### src/rtl/irq_pkg.sv
package irq_pkg;
  typedef enum logic [1:0] {
    ST_IDLE = 2'd0,
    ST_SAVE = 2'd1,
    ST_PUSH = 2'd2,
    ST_JUMP = 2'd3
  } entry_st_t;
endpackage

### src/rtl/irq_latch.sv
module irq_latch #(
  parameter int N = 6
) (
  input  logic         clk,
  input  logic         rst,
  input  logic [N-1:0] irq_i,
  input  logic [N-1:0] clr_i,
  output logic [N-1:0] pend_eff_o,
  output logic [N-1:0] pend_o
);
  logic [N-1:0] irq_q;
  logic [N-1:0] pend_q;

  for (genvar k = 0; k < N; k++) begin : g_src
    logic rise;
    assign rise          = irq_i[k] & ~irq_q[k];
    assign pend_eff_o[k] = pend_q[k] | rise;
    always_ff @(posedge clk) begin
      if (rst) begin
        irq_q[k]  <= 1'b0;
        pend_q[k] <= 1'b0;
      end else begin
        irq_q[k]  <= irq_i[k];
        pend_q[k] <= pend_eff_o[k] & ~clr_i[k];
      end
    end
    // a rising request edge not accepted this cycle leaves the latch set
    a_r4_edge_latched: assert property (@(posedge clk) disable iff (rst)
      (irq_i[k] && !irq_q[k] && !clr_i[k]) |=> pend_q[k]);
  end

  assign pend_o = pend_q;
endmodule

### src/rtl/irq_prio.sv
module irq_prio #(
  parameter int N  = 6,
  parameter int IW = $clog2(N)
) (
  input  logic [N-1:0]  req_i,
  output logic          any_o,
  output logic [IW-1:0] idx_o
);
  always_comb begin
    idx_o = '0;
    for (int k = 0; k < N; k++) begin
      if (req_i[k]) idx_o = IW'(k);
    end
  end
  assign any_o = |req_i;
endmodule

### src/rtl/irq_entry_fsm.sv
module irq_entry_fsm
  import irq_pkg::*;
#(
  parameter int          W         = 32,
  parameter int          IW        = 3,
  parameter logic [W-1:0] VEC_BASE = 32'h0000_1000,
  parameter int          VEC_SHIFT = 4
) (
  input  logic          clk,
  input  logic          rst,
  input  logic          take_i,
  input  logic [IW-1:0] src_i,
  input  logic [W-1:0]  cur_pc_i,
  input  logic [W-1:0]  sp_i,
  output logic          idle_o,
  output logic          sp_we_o,
  output logic [W-1:0]  sp_wdata_o,
  output logic          link_we_o,
  output logic [W-1:0]  link_wdata_o,
  output logic          mem_we_o,
  output logic [W-1:0]  mem_addr_o,
  output logic [W-1:0]  mem_wdata_o,
  output logic          pc_load_o,
  output logic [W-1:0]  pc_o
);
  localparam logic [W-1:0] SLOT = W'(4);
  localparam logic [W-1:0] HALF = W'(2);

  entry_st_t    st;
  logic [W-1:0] ret_q;
  logic [IW-1:0] src_q;

  assign idle_o = (st == ST_IDLE);

  always_ff @(posedge clk) begin
    if (rst) begin
      st           <= ST_IDLE;
      ret_q        <= '0;
      src_q        <= '0;
      sp_we_o      <= 1'b0;
      sp_wdata_o   <= '0;
      link_we_o    <= 1'b0;
      link_wdata_o <= '0;
      mem_we_o     <= 1'b0;
      mem_addr_o   <= '0;
      mem_wdata_o  <= '0;
      pc_load_o    <= 1'b0;
      pc_o         <= '0;
    end else begin
      case (st)
        ST_IDLE: if (take_i) begin
          ret_q <= cur_pc_i - HALF;
          src_q <= src_i;
          st    <= ST_SAVE;
        end
        ST_SAVE: begin
          sp_we_o      <= 1'b1;
          sp_wdata_o   <= sp_i - SLOT;
          link_we_o    <= 1'b1;
          link_wdata_o <= ret_q;
          mem_we_o     <= 1'b1;
          mem_addr_o   <= sp_i - SLOT;
          mem_wdata_o  <= ret_q;
          st           <= ST_PUSH;
        end
        ST_PUSH: begin
          sp_we_o   <= 1'b0;
          link_we_o <= 1'b0;
          mem_we_o  <= 1'b0;
          pc_load_o <= 1'b1;
          pc_o      <= VEC_BASE + (W'(src_q) << VEC_SHIFT);
          st        <= ST_JUMP;
        end
        default: begin
          pc_load_o <= 1'b0;
          st        <= ST_IDLE;
        end
      endcase
    end
  end

  // the push strobe lasts a single cycle
  a_r8_push_single: assert property (@(posedge clk) disable iff (rst)
    mem_we_o |=> !mem_we_o);
  // the PC load follows the push in the next cycle
  a_r9_load_after_push: assert property (@(posedge clk) disable iff (rst)
    mem_we_o |=> pc_load_o);
  // register strobes coincide with the push, same address and word
  a_r7_regs_with_push: assert property (@(posedge clk) disable iff (rst)
    mem_we_o |-> (sp_we_o && link_we_o && mem_addr_o == sp_wdata_o
                  && mem_wdata_o == link_wdata_o));
endmodule

### src/rtl/irq_entry_ctrl.sv
module irq_entry_ctrl #(
  parameter int           NSRC      = 6,
  parameter int           W         = 32,
  parameter logic [31:0]  VEC_BASE  = 32'h0000_1000,
  parameter int           VEC_SHIFT = 4,
  parameter int           MASK_BIT  = 3,
  parameter int           BANK_BIT  = 14,
  parameter int           EN_LSB    = 16,
  parameter logic [31:0]  RD_MASK   = 32'hFFFF_C1FF
) (
  input  logic            clk,
  input  logic            rst,
  input  logic [NSRC-1:0] irq_i,
  input  logic            flg_wr_i,
  input  logic [W-1:0]    flg_wdata_i,
  output logic [W-1:0]    flg_rdata_o,
  output logic [NSRC-1:0] pend_o,
  output logic            bank_o,
  input  logic [W-1:0]    cur_pc_i,
  input  logic [W-1:0]    sp_i,
  output logic            sp_we_o,
  output logic [W-1:0]    sp_wdata_o,
  output logic            link_we_o,
  output logic [W-1:0]    link_wdata_o,
  output logic            mem_we_o,
  output logic [W-1:0]    mem_addr_o,
  output logic [W-1:0]    mem_wdata_o,
  output logic            pc_load_o,
  output logic [W-1:0]    pc_o
);
  localparam int           IW    = (NSRC > 1) ? $clog2(NSRC) : 1;
  localparam logic [W-1:0] MBIT  = W'(1) << MASK_BIT;

  logic [W-1:0]    flags_q;
  logic [NSRC-1:0] pend_eff, clr, cand;
  logic            any, take, idle, mask;
  logic [IW-1:0]   src;

  assign mask = flags_q[MASK_BIT];
  assign cand = pend_eff & flags_q[EN_LSB +: NSRC];
  assign take = idle & ~mask & any;

  for (genvar k = 0; k < NSRC; k++) begin : g_clr
    assign clr[k] = take && (src == IW'(k));
  end

  irq_latch #(.N(NSRC)) latch_i (
    .clk(clk), .rst(rst), .irq_i(irq_i), .clr_i(clr),
    .pend_eff_o(pend_eff), .pend_o(pend_o)
  );

  irq_prio #(.N(NSRC), .IW(IW)) prio_i (
    .req_i(cand), .any_o(any), .idx_o(src)
  );

  irq_entry_fsm #(.W(W), .IW(IW), .VEC_BASE(VEC_BASE), .VEC_SHIFT(VEC_SHIFT)) fsm_i (
    .clk(clk), .rst(rst), .take_i(take), .src_i(src),
    .cur_pc_i(cur_pc_i), .sp_i(sp_i), .idle_o(idle),
    .sp_we_o(sp_we_o), .sp_wdata_o(sp_wdata_o),
    .link_we_o(link_we_o), .link_wdata_o(link_wdata_o),
    .mem_we_o(mem_we_o), .mem_addr_o(mem_addr_o), .mem_wdata_o(mem_wdata_o),
    .pc_load_o(pc_load_o), .pc_o(pc_o)
  );

  always_ff @(posedge clk) begin
    if (rst) begin
      flags_q <= '0;
    end else if (take) begin
      flags_q <= (flg_wr_i ? (flg_wdata_i & ~MBIT) : flags_q) | MBIT;
    end else if (flg_wr_i) begin
      flags_q <= flg_wdata_i & ~MBIT;
    end
  end

  assign flg_rdata_o = flags_q & RD_MASK;
  assign bank_o      = mask ? 1'b0 : flags_q[BANK_BIT];

  // software alone never sets the mask
  a_r3_no_sw_set: assert property (@(posedge clk) disable iff (rst)
    (flg_wr_i && !take && !mask) |=> !flags_q[MASK_BIT]);
  // acceptance leaves the mask set and bank 0 active
  a_r6_entry_masks: assert property (@(posedge clk) disable iff (rst)
    take |=> (flags_q[MASK_BIT] && !bank_o));
  // a taken source was enabled and latched
  a_r5_taken_enabled: assert property (@(posedge clk) disable iff (rst)
    take |-> (flags_q[EN_LSB + int'(src)] && pend_eff[src]));
  // no entry starts while masked
  a_r5_masked_hold: assert property (@(posedge clk) disable iff (rst)
    (idle && mask && !flg_wr_i) |=> idle);
endmodule

### config.mk
export PLATFORM = sky130hd
export DESIGN_NAME = irq_entry_ctrl
export DESIGN_NICKNAME = d
export VERILOG_FILES = /design/src/rtl/irq_pkg.sv /design/src/rtl/irq_latch.sv /design/src/rtl/irq_prio.sv /design/src/rtl/irq_entry_fsm.sv /design/src/rtl/irq_entry_ctrl.sv
export SDC_FILE = /design/constraint.sdc
export NUM_CORES = 1
export LEC_CHECK = 0
export BUFFER_PORTS_ARGS = -buffer_cell sky130_fd_sc_hd__clkbuf_2
export CAP_MARGIN = 10
export CELL_PAD_IN_SITES_DETAIL_PLACEMENT = 0
export CELL_PAD_IN_SITES_GLOBAL_PLACEMENT = 2
export CORE_ASPECT_RATIO = 1.75
export CORE_MARGIN = 1
export CORE_UTILIZATION = 29
export DETAILED_ROUTE_END_ITERATION = 16
export PLACE_DENSITY = 0.95
export SLEW_MARGIN = 40
export SYNTH_ARGS = -nofsm -noshare
export SYNTH_HDL_FRONTEND = slang
export SYNTH_HIERARCHICAL = 1
export SYNTH_SLANG_ARGS = --single-unit
export TNS_END_PERCENT = 30
### constraint.sdc
create_clock -name clk -period 4 [get_ports clk]
set_clock_uncertainty 0.1 [all_clocks]
set_input_delay 0.4 -clock clk [delete_from_list [all_inputs] [get_ports clk]]
set_output_delay 0.4 -clock clk [all_outputs]
set_load 0.05 [all_outputs]
## Word-level counts from Yosys, hierarchy flattened

Index checks and enable logic that the tools add are counted.

- Flip-flop bits (word level): 179
- Input bits: 105
- Output and inout bits: 203
- Logic and storage cells: 92

- Add/subtract/negate cells: 3
- Equality and inequality tests: 8
- Muxes and demuxes: 12
- Bitwise operators: 34
- Reduce and logical (&&, ||, !) cells: 13

Operators by type and width:

| cell | count |
|---|---|
| $mux 32 | 1 |
| $sub 32x2->32 const B | 1 |
| $sub 32x3->32 const B | 1 |
| $add 13x7->14 const A | 1 |
| $and 1x1->1 | 14 |
| $not 1->1 | 13 |
| $and 6x6->6 | 1 |
| $eq 3x2->1 const B | 2 |
| $eq 3x3->1 const B | 2 |
| $logic_and 1x1->1 | 6 |
| $mux 2 | 3 |
| $mux 3 | 2 |
| $or 1x1->1 | 6 |
| $pmux 2 s3 | 1 |
| $reduce_or 6->1 | 1 |
| $mux 4 | 1 |
| $pmux 1 s2 | 2 |
| $reduce_bool 2->1 | 2 |
| $eq 3x1->1 const B | 1 |
| $logic_not 3->1 | 1 |
| $eq 2x1->1 const B | 1 |
| $eq 2x2->1 const B | 1 |
| $logic_not 2->1 | 1 |
| $mux 1 | 2 |
| other kinds (3) | 3 |

## Depth between registers and ports, before layout

Gate-level depths: netlist (run 1).

- Word-level depth: 13
- Gate-level depth with buffers: 12
- Mapped depth without buffers: 11

## Cells and area by module

Netlist (run 1), hierarchy kept.

By module, submodules not included:

| module | instances | cells each | area an instance (sq um) | seq. area each (sq um) |
|---|---|---|---|---|
| irq_entry_fsm | 1 | 647 | 5624.1 | 2142.1 |
| irq_entry_ctrl | 1 | 113 | 1137.3 | 540.5 |
| irq_latch | 1 | 43 | 446.7 | 240.2 |
| irq_prio | 1 | 7 | 47.5 | 0.0 |

## Worst setup path after synthesis (run 1)

Ideal clock, no wire load.

- Kind: register to register
- Start: reg latch_i.pend_q[5] (netlist: latch_i/pend_o[5])
- End: reg fsm_i.ret_q[1]
- Library setup time: 86 ps
- Arrival time: 2685 ps
- Required time: 3814 ps
- Path slack: 1130 ps
- Stages on the path, launching flop included: 11
- Buffers on the path: 2
- Period minus slack after synthesis: 2870 ps
- Path through: dfxtp_1 or2_1 and2_1 or2_4 or4b_1 nand3b_1 inv_1 and2_1 clkbuf_1 clkbuf_1 a211oi_1

- Word-level cells in the longest chain between the ends: 5

Ends and longest elaborated chain:

| element | RTL line | source |
|---|---|---|
| start, declared | irq_latch.sv:12 | `logic [N-1:0] pend_q;` |
| start signal, assigned by index | irq_latch.sv:24 | `pend_q[k] <= pend_eff_o[k] & ~clr_i[k];` |
| $or 1x1->1 | irq_latch.sv:17 | `assign pend_eff_o[k] = pend_q[k] \| rise;` |
| net pend_eff[5] | irq_entry_ctrl.sv:35 | `logic [NSRC-1:0] pend_eff, clr, cand;` |
| $and 6x6->6 | irq_entry_ctrl.sv:40 | `assign cand = pend_eff & flags_q[EN_LSB +: NSRC];` |
| net cand[5] | irq_entry_ctrl.sv:35 |  |
| $reduce_or 6->1 | irq_prio.sv:15 | `assign any_o = \|req_i;` |
| net any | irq_entry_ctrl.sv:36 | `logic any, take, idle, mask;` |
| $and 1x1->1 | irq_entry_ctrl.sv:41 | `assign take = idle & ~mask & any;` |
| net take | irq_entry_ctrl.sv:36 |  |
| $reduce_and 2->1 (no line) | -- |  |
| end signal, assigned | irq_entry_fsm.sv:52 | `ret_q <= cur_pc_i - HALF;` |
| end, declared | irq_entry_fsm.sv:30 | `logic [W-1:0] ret_q;` |

The timed path passes the listed nets, and every way through them passes these cells.
A chain may end at the register's enable or synchronous reset.

## Final worst setup path (run 1)

- Start: reg latch_i.irq_q[4]
- End: reg fsm_i.ret_q[25]

- Word-level cells in the longest chain between the ends: 7

Ends and longest elaborated chain:

| element | RTL line | source |
|---|---|---|
| start, declared | irq_latch.sv:11 | `logic [N-1:0] irq_q;` |
| start signal, assigned by index | irq_latch.sv:23 | `irq_q[k] <= irq_i[k];` |
| $not 1->1 | irq_latch.sv:16 | `assign rise = irq_i[k] & ~irq_q[k];` |
| $and 1x1->1 | irq_latch.sv:16 |  |
| $or 1x1->1 | irq_latch.sv:17 |  |
| net pend_eff[4] | irq_entry_ctrl.sv:35 |  |
| $and 6x6->6 | irq_entry_ctrl.sv:40 |  |
| net cand[4] | irq_entry_ctrl.sv:35 |  |
| $reduce_or 6->1 | irq_prio.sv:15 |  |
| net any | irq_entry_ctrl.sv:36 |  |
| $and 1x1->1 | irq_entry_ctrl.sv:41 |  |
| net take | irq_entry_ctrl.sv:36 |  |
| $reduce_and 2->1 (no line) | -- |  |

The timed path passes the listed nets, and every way through them passes these cells.

==> results of run 1 <==
## cells in the mapped netlist (all sizes together)
cell type  number  area (um^2)
a211o           1         10.0
or2            14         90.1
nand4bb         1         11.3
or4            28          214
o21bai          1         7.51
nor4           10         62.6
or4b            3         30.0
nand2b          8         50.1
and2            7         43.8
nand4b          3         26.3
ha              6         75.1
or3            14         92.6
dfxtp         146         2920
nor4b           1         23.8
buf           115          838
or3b            2         20.0
nor2b          15         93.8
and2b           1         7.51
nand4           7         43.8
a311oi         37          324
nor3           10         50.1
nor2          146          563
nand3b          5         37.5
o21ai          11         55.1
a21oi           9         45.0
o41ai           2         17.5
inv             9         33.8
o211a           1         10.0
nor3b           4         30.0
xor2           10         87.6
o31ai          26          195
mux2i          64          641
conb            2         7.51
nand2          19         71.3
clkbuf         31          118
xnor2           7         61.3
o21a            6         45.0
nand3           4         20.0
a211oi         23          173
or2b            1         7.51
## sequential cells by signal (all words and copies together), names as in the netlist
| signal | count |
|---|---|
| fsm_i/pc_o | 4 |
| latch_i/pend_o | 6 |
| fsm_i/ret_q | 32 |
| fsm_i/src_q | 3 |
| fsm_i/st | 2 |
| fsm_i/mem_wdata_o | 32 |
| latch_i/irq_q | 6 |
| fsm_i/pc_load_o | 1 |
| fsm_i/mem_we_o | 1 |
| fsm_i/mem_addr_o | 32 |
| flags_q | 27 |
## cells by family (layout without fill, tap and decap cells)
group                    count (synthesis)  count (layout)  synth area share
AND/OR/NAND/NOR                        303             303             0.219
buffers and inverters                  155             316             0.136
flip-flops                             146             146             0.403
AO/OA/AOI/OAI                          117             117             0.122
multiplexers                            64              64            0.0883
XOR/XNOR                                17              17            0.0205
adder cells (fa/ha/maj)                  6               6            0.0103
other                                    2              33           0.00104
## where the power goes
group / total [uW] / internal (uW) / switching, uW
sequential: 2110 / 1840 / 270
clock: 1800 / 1140 / 658
combinational: 3150 / 826 / 2320
total: 7050 / 3800 / 3250
## stage by stage
| step | area (um^2) | total power [uW] | util | hold WS, ps |
|---|---|---|---|---|
| 6_report | 8930 | 7050 | 0.363 | 104 |
| 5_1_grt | 8930 | 7450 | 0.363 | 89.0 |
| 4_1_cts | 8920 | 7160 | 0.362 | 82.3 |
| 3_5_place_dp | 8260 | 5330 | 0.335 | 359 |
| 3_3_place_gp | 8230 | 5280 | 0.334 | 348 |
| 2_1_floorplan | 7370 | 4850 | - | 336 |
## routing by layer
metal,GRT usage,up-vias,part of all wire
met5,0,-,0.00049
met4,0.0596,2,0.017
met3,0.0397,24,0.059
met2,0.262,216,0.53
met1,0.153,2805,0.40
li1,-,3108,-
## critical path: stages, from the launching register on
cell and delay, ps:
dfxtp_1 310, nor2b_1 50, or2_1 190, and2_1 190, or2_4 260, or4b_1 610, nand3b_1 160, inv_1 70
and2_4 350, a311oi_1 310
## area by class of cell
cell class | instances | area, um^2
well taps | 312 | 390
fillers | 2569 | 15700
clock inverters | 13 | 223
clock buffers | 19 | 443
multi-input cells | 540 | 3490
repair buffers | 275 | 1420
flip-flops and latches | 146 | 2920
inverters | 9 | 33.8
## final timing paths
path,start,endpoint,cells after the start
max reg2reg,latch_i/irq_q[4],fsm_i/ret_q[25],9
max,latch_i/irq_q[4],fsm_i/ret_q[25],9
min reg2reg,fsm_i/src_q[0],fsm_i/src_q[0],2
min,irq_i[3],latch_i/irq_q[3],2
==> flow_results.org, run 1 <==
** Logic synthesis
- The Yosys step of the flow raised 6 warnings.
- Mapped cell area :: 7260 um^2
- Of the synthesized area, sequential elements account for 0.403.
- Mean cell area of the mapped netlist :: 8.96 um^2
- Counting every instance in the synthesized netlist gives 810.
- Synthesis instantiated 51 different standard cells from the library.
- Counting flops and latches in the post-synthesis netlist gives ~150.

** Finish
- Number of standard cells in the layout, taps in and fillers out :: 1314
- In the final layout, the share of cells above drive strength 1 is 0.332.
- The net count of the finished layout is 1100.
- Leaving out fill and tap cells, the most frequent cell in the layout is clkbuf_2.
- The repair_antennas step left the layout with diodes totalling 0.
- In the layout the commonest cells are 266 x clkbuf_2, 146 x dfxtp_1, 140 x nor2_1.
- Area growth, synth to finish :: 23.1%

** Job
- The tool flagged a number of max-cap violations equal to 0.

** CTS
- After clock tree synthesis, the flow added hold-fix buffers numbering 0.
- CTS built an H-tree with a depth of 4.
- TritonCTS Buffers :: 17
- TritonCTS built the clock tree.
- The longest clock path from root to sink contains 2 buffers.
- In this run the clock root is driven by a clkbuf_16.
- Post_cts resized :: 0
- Post-CTS timing repair inserted 0 buffers for setup.
- Insertion delay of the later-clocked pin in the worst-skew pair :: ~420 ps
- The clock net in this run drives a total of around 150 sinks.
- Clock-pin slew on the worst setup and hold paths :: approximately 60 ps

** STA
- Static timing analysis puts the maximum clock frequency at 367 MHz.
- For the pin with the worst max-slew slack, the measured transition is ~800 ps.
- Slew Limit Headroom :: 0.473
- Period minus WS final :: approximately 2700 ps
- Unrepaired setup endpoints after global routing :: false
- Setup TNS Final :: 0 ps
- Setup violations remaining at the end of the flow were counted as 0.
- The number of hold violations in the final report came to 0.
- The max-slew violation total from the final report was 0.
- Dividing the final minimum period by the clock period gives 0.681.
- Across all setup checks in the final design, the least slack found is around 1300 ps.

** Worst setup path
- Worst Setup Path Type :: reg -> reg
- The worst setup path is captured at a flop.
- In this run the register-to-register setup slack is 1280 ps.
- Along the worst path, the maximum fanout reaches 65.
- Data on the critical path is required at its endpoint by 4230 ps.
- Crit start category :: flop
- STA puts the critical path data arrival time at 2950 ps.

** Route
- Drt via density :: 4.68
- For this run, the detailed router's first-pass iteration total came to 4.
- In this run the remaining antenna-violating nets after routing total 0.
- Detailed-route wire length per cell :: 14.1 um
- After the first detailed-routing iteration, the DRC count stood at 157.
- Number of remaining DRC errors :: 0
- Total via count after detailed routing :: around 6000
- Total detailed-routing wirelength :: 18500 um

** Floorplan
- Horizontal extent of the die :: 122 um
- The floorplan step defined a die boundary enclosing about 26000 um^2.
- The core region is 24600 um^2.
- Count of standard-cell rows :: 76
- For this configuration, the core starts out at a cell density of 0.295.
- During I/O placement, the number of pins put on the boundary was 308.
- Overall die height :: approximately 210 um

** Placement
- After legalization and detailed placement, the total HPWL measured roughly 14000 um.
- Placed Instances :: 1282
- The congestion estimate from routability-driven global placement came to 0.807.
- Before CTS, the worst setup slack after placement is 953 ps.
- IO Port Bufs :: 268

** Global routing
- The number of global-route vias before repair was 5600.
- Across every metal layer, demand over resource in global routing totals 0.144.
- Global-route wire length before repair :: 28600 um
- Entering global routing, the biggest net connects 81 pins.
- Number of antenna violations at the first check in global routing :: 1
- Grt ovf :: 0

** Pwr
- In this run the static leakage power is 0.00380 uW.
- Power spread over the standard cell area amounts to 790 nW/um^2.
- VDD IR-drop max :: ~0.49 mV

** Hold path
- Class of the most critical hold timing path :: in -> reg

** Run status
- The flow ran to the end, and the final reports show no timing, DRC or antenna violations.
No activity file was read; power rests on OpenSTA's default activity.
==> run 2, diff against run 1 <==
--- a/config.mk
+++ b/config.mk
@@ -11,9 +11,9 @@
 export CELL_PAD_IN_SITES_GLOBAL_PLACEMENT = 2
 export CORE_ASPECT_RATIO = 1.75
 export CORE_MARGIN = 1
-export CORE_UTILIZATION = 29
+export CORE_UTILIZATION = 24
 export DETAILED_ROUTE_END_ITERATION = 16
-export PLACE_DENSITY = 0.95
+export PLACE_DENSITY = 0.86
 export SLEW_MARGIN = 40
 export SYNTH_ARGS = -nofsm -noshare
 export SYNTH_HDL_FRONTEND = slang
==> constraint.sdc (replaced) <==
create_clock -name clk -period 2.3 [get_ports clk]
set_clock_uncertainty 0.1 [all_clocks]
set_input_delay 0.23 -clock clk [delete_from_list [all_inputs] [get_ports clk]]
set_output_delay 0.23 -clock clk [all_outputs]
set_load 0.05 [all_outputs]
==> flow_results.org, run 2 (synthesis gave the netlist of run 1 again) <==
** Pwr
- The share of total power dissipated in combinational logic is 0.479.
- In this run the static leakage power is 0.00440 uW.
- The worst-case IR drop observed on VDD is 0.831 mV.
- Cell internal pwr :: roughly 7000 uW
- Net switching power figure :: 6000 uW
- Sw Ratio :: 0.463
- Dividing total power by cell area gives a power density of around 1300 nW/um^2.
- Clock share of power :: 0.233
- Part of the power in registers :: 0.288

** Global routing
- For this run, the total global-route usage over all layers was measured as 0.137.
- Met1 Track Usage GR :: 0.143
- Maximum number of pins on one net before global-route repair :: 80
- For met2 alone, demand over resource in global routing was 0.254.
- Number of global-route vias before repair :: 6232
- Grt ovf :: 0
- In this run the most used layer during global routing was met2.
- Number of antenna violations at the first check in global routing :: 1
- Global-route wire length before repair :: 32600 um
- Grt met3 use :: 0.0341

** CTS
- TritonCTS built the clock tree.
- Clock tree root driver cell :: clkbuf_16
- Htree depth :: 4
- Clock-pin slew was measured on the worst setup and hold paths at 60 ps.
- Clock tree synthesis inserted a total of 17 buffers.
- The tree built by TritonCTS fans out to 146 sinks.
- Clock tree buffer depth :: 2
- For the worst-skew pair, the clock arrives at the later sink with an insertion delay of about 430 ps.

** Route
- For this block, the routed nets add up to 21200 um of wire.
- Drt via density :: around 4.4
- In the final routed layout, each cell accounts on average for 14.1 um.
- Number of DRC markers in iteration 0 :: roughly 220
- For this run, the detailed router's first-pass iteration total came to 5.
- DRT antenna net count :: 0
- Number of remaining DRC errors :: 0
- Detailed routing inserted a total of 6656 vias.

** Worst setup path
- Category of the worst setup path capture point :: flop
- Max FO, Critical Path :: 10
- The kind of cell with the highest combined delay along the critical path is simple AND/OR/NAND/NOR gates.
- Worst path bufs/invs :: 2
- Ordered list of cells on the worst path :: nor2b_2 > or2_1 > and2_4 > or2_4 > or4b_4 > nand3b_1 > inv_2 > and2_4 > clkbuf_16 > a311oi_2
- Crit path max-delay cell type :: or4b_4
- Most prevalent standard cell on the critical path :: and2_4
- Required time reported for the critical path endpoint :: 2540 ps
- On the worst path, the slowest cell contributes a delay of 480 ps.
- For the worst setup path, the data arrival time is 2690 ps.
- The worst setup path is of the reg -> reg kind.
- Crit start category :: flop

** Finish
- Of the cells placed in the final design, the portion with a size suffix greater than 1 is 0.381.
- The library cell used most frequently in the layout, excluding fill and tap cells, is clkbuf_2.
- Once layout is complete, the utilization of the core stands at 0.350.
- Summing all non-filler instances in the final layout gives an area of 10300 um^2.
- The area growth from synthesis to layout is 42.4%.
- Commonest cells after routing, fill and taps aside :: 266 x clkbuf_2, 142 x dfxtp_1, 124 x nor2_1
- Leaving out filler cells and counting taps, the final layout contains 1505.
- Largest registers :: fsm_i/mem_addr_o: 32 flops, fsm_i/mem_wdata_o: 32 flops, fsm_i/ret_q: 32 flops
- Filler cell count in the final layout :: 3076
- The net count of the finished layout is about 1200.

** Placement
- Timing analysis after detailed placement gives a worst setup slack of -256 ps.
- The congestion estimate from routability-driven global placement came to 0.810.
- Placed Instances :: about 1400
- IO Port Bufs :: approximately 270
- The HPWL after detailed placement is 15600 um.
- Summing all placed instances gives a cell area of 8820 um^2.

** Floorplan
- Measured along the y axis, the die boundary spans 232 um.
- The die covers 31000 um^2.
- For this configuration, the core starts out at a cell density of 0.246.
- Count of standard-cell rows :: 83
- The die is about 130 um wide.
- Ports :: 308
- Placeable core area :: 29500 um^2

** STA
- Adding up every negative setup slack in the final design gives -3890 ps.
- Count of endpoints failing hold in the final timing report :: 0
- Setup Viol. Count Final :: 37
- Unrepaired setup endpoints after global routing :: true
- Headroom to the max-slew limit came out at 0.541.
- Highest clock frequency the design can meet :: 408 MHz
- The max-slew violation total from the final report came to 0.
- Setup slack after layout :: -150 ps
- Period utilization :: 1.07
- Counting I/O delays and the setup requirement, the final critical path takes 2450 ps.
- At the pin with the least slew margin, the transition time is 689 ps.

** Hold path
- The min-delay analysis places its worst path in the category in -> reg.

** Run status
- Status :: finished, violations left
- Violations in the final reports :: setup timing

** Job
- Max-cap violations in this run came to 0.
## run 2: changes by cell type in the layout (fill, tap and decap cells not counted), sizes merged
cell	previous run	this run
buf	8	60
clkinv	2	6
dlygate4sd3	0	66
diode	0	1
inv	13	12
bufinv	5	4
## run 2: power by group through the flow
stage / combinational [uW] / clock, uW / sequential (uW)
global placement: 5770 / 0 / 3770
detailed placement: 5830 / 0 / 3780
finish: 6210 / 3020 / 3740
floorplan: 3740 / 0 / 4860
CTS: 6010 / 3140 / 3740
global route: 6620 / 3230 / 3830
## run 2: layout make-up
cell class                      count  area, um^2  area share
Timing Repair Buffer              395        2610       0.252
Inverter                            9        33.8     0.00327
Clock buffer                       17         425      0.0412
Clock inverter                     15         206      0.0200
Antenna cell                        1        2.50    0.000242
Multi-Input combinational cell    540        3650       0.353
Sequential cell                   146        2930       0.284
Tap cell                          382         478      0.0463
## run 2: worst register-to-register path: cells and delay by family (launching register included)
kind | cells | cell delay [ps]
DFF | 1 | 330
and+or+nand+nor | 7 | 1480
AOI/OAI and AO/OA | 1 | 200
buffers and inverters | 2 | 240
## run 2: final timing paths
check                    from               to  slack, ps  depth (start not counted)
max          latch_i/irq_q[5]  fsm_i/ret_q[23]       -150                         10
min               cur_pc_i[5]   fsm_i/ret_q[5]         50                          3
max reg2reg  latch_i/irq_q[5]  fsm_i/ret_q[23]       -150                         10
min reg2reg    fsm_i/pc_o[12]   fsm_i/pc_o[12]        370                          2
## run 2: repair_timing
action,in CTS,in global routing
pin swaps,1,2
resized for setup,12,25
endpoints found under the setup margin,37,41
hold endpoints to repair,66,0
setup buffers,0,3
hold buffers,66,0
cloned,0,2
## run 2: per-stage QoR
step | total power (uW) | hold WS [ps]
2_1_floorplan | 8600 | 202
3_3_place_gp | 9550 | 349
3_5_place_dp | 9610 | 359
4_1_cts | 12900 | 10.3
5_1_grt | 13700 | 34.6
6_report | 13000 | 45.9
## run 2: metal layers
layer,share of wire,up-vias
met5,0,-
met4,0.024,0
met3,0.047,29
met2,0.54,211
met1,0.39,3062
li1,-,3354
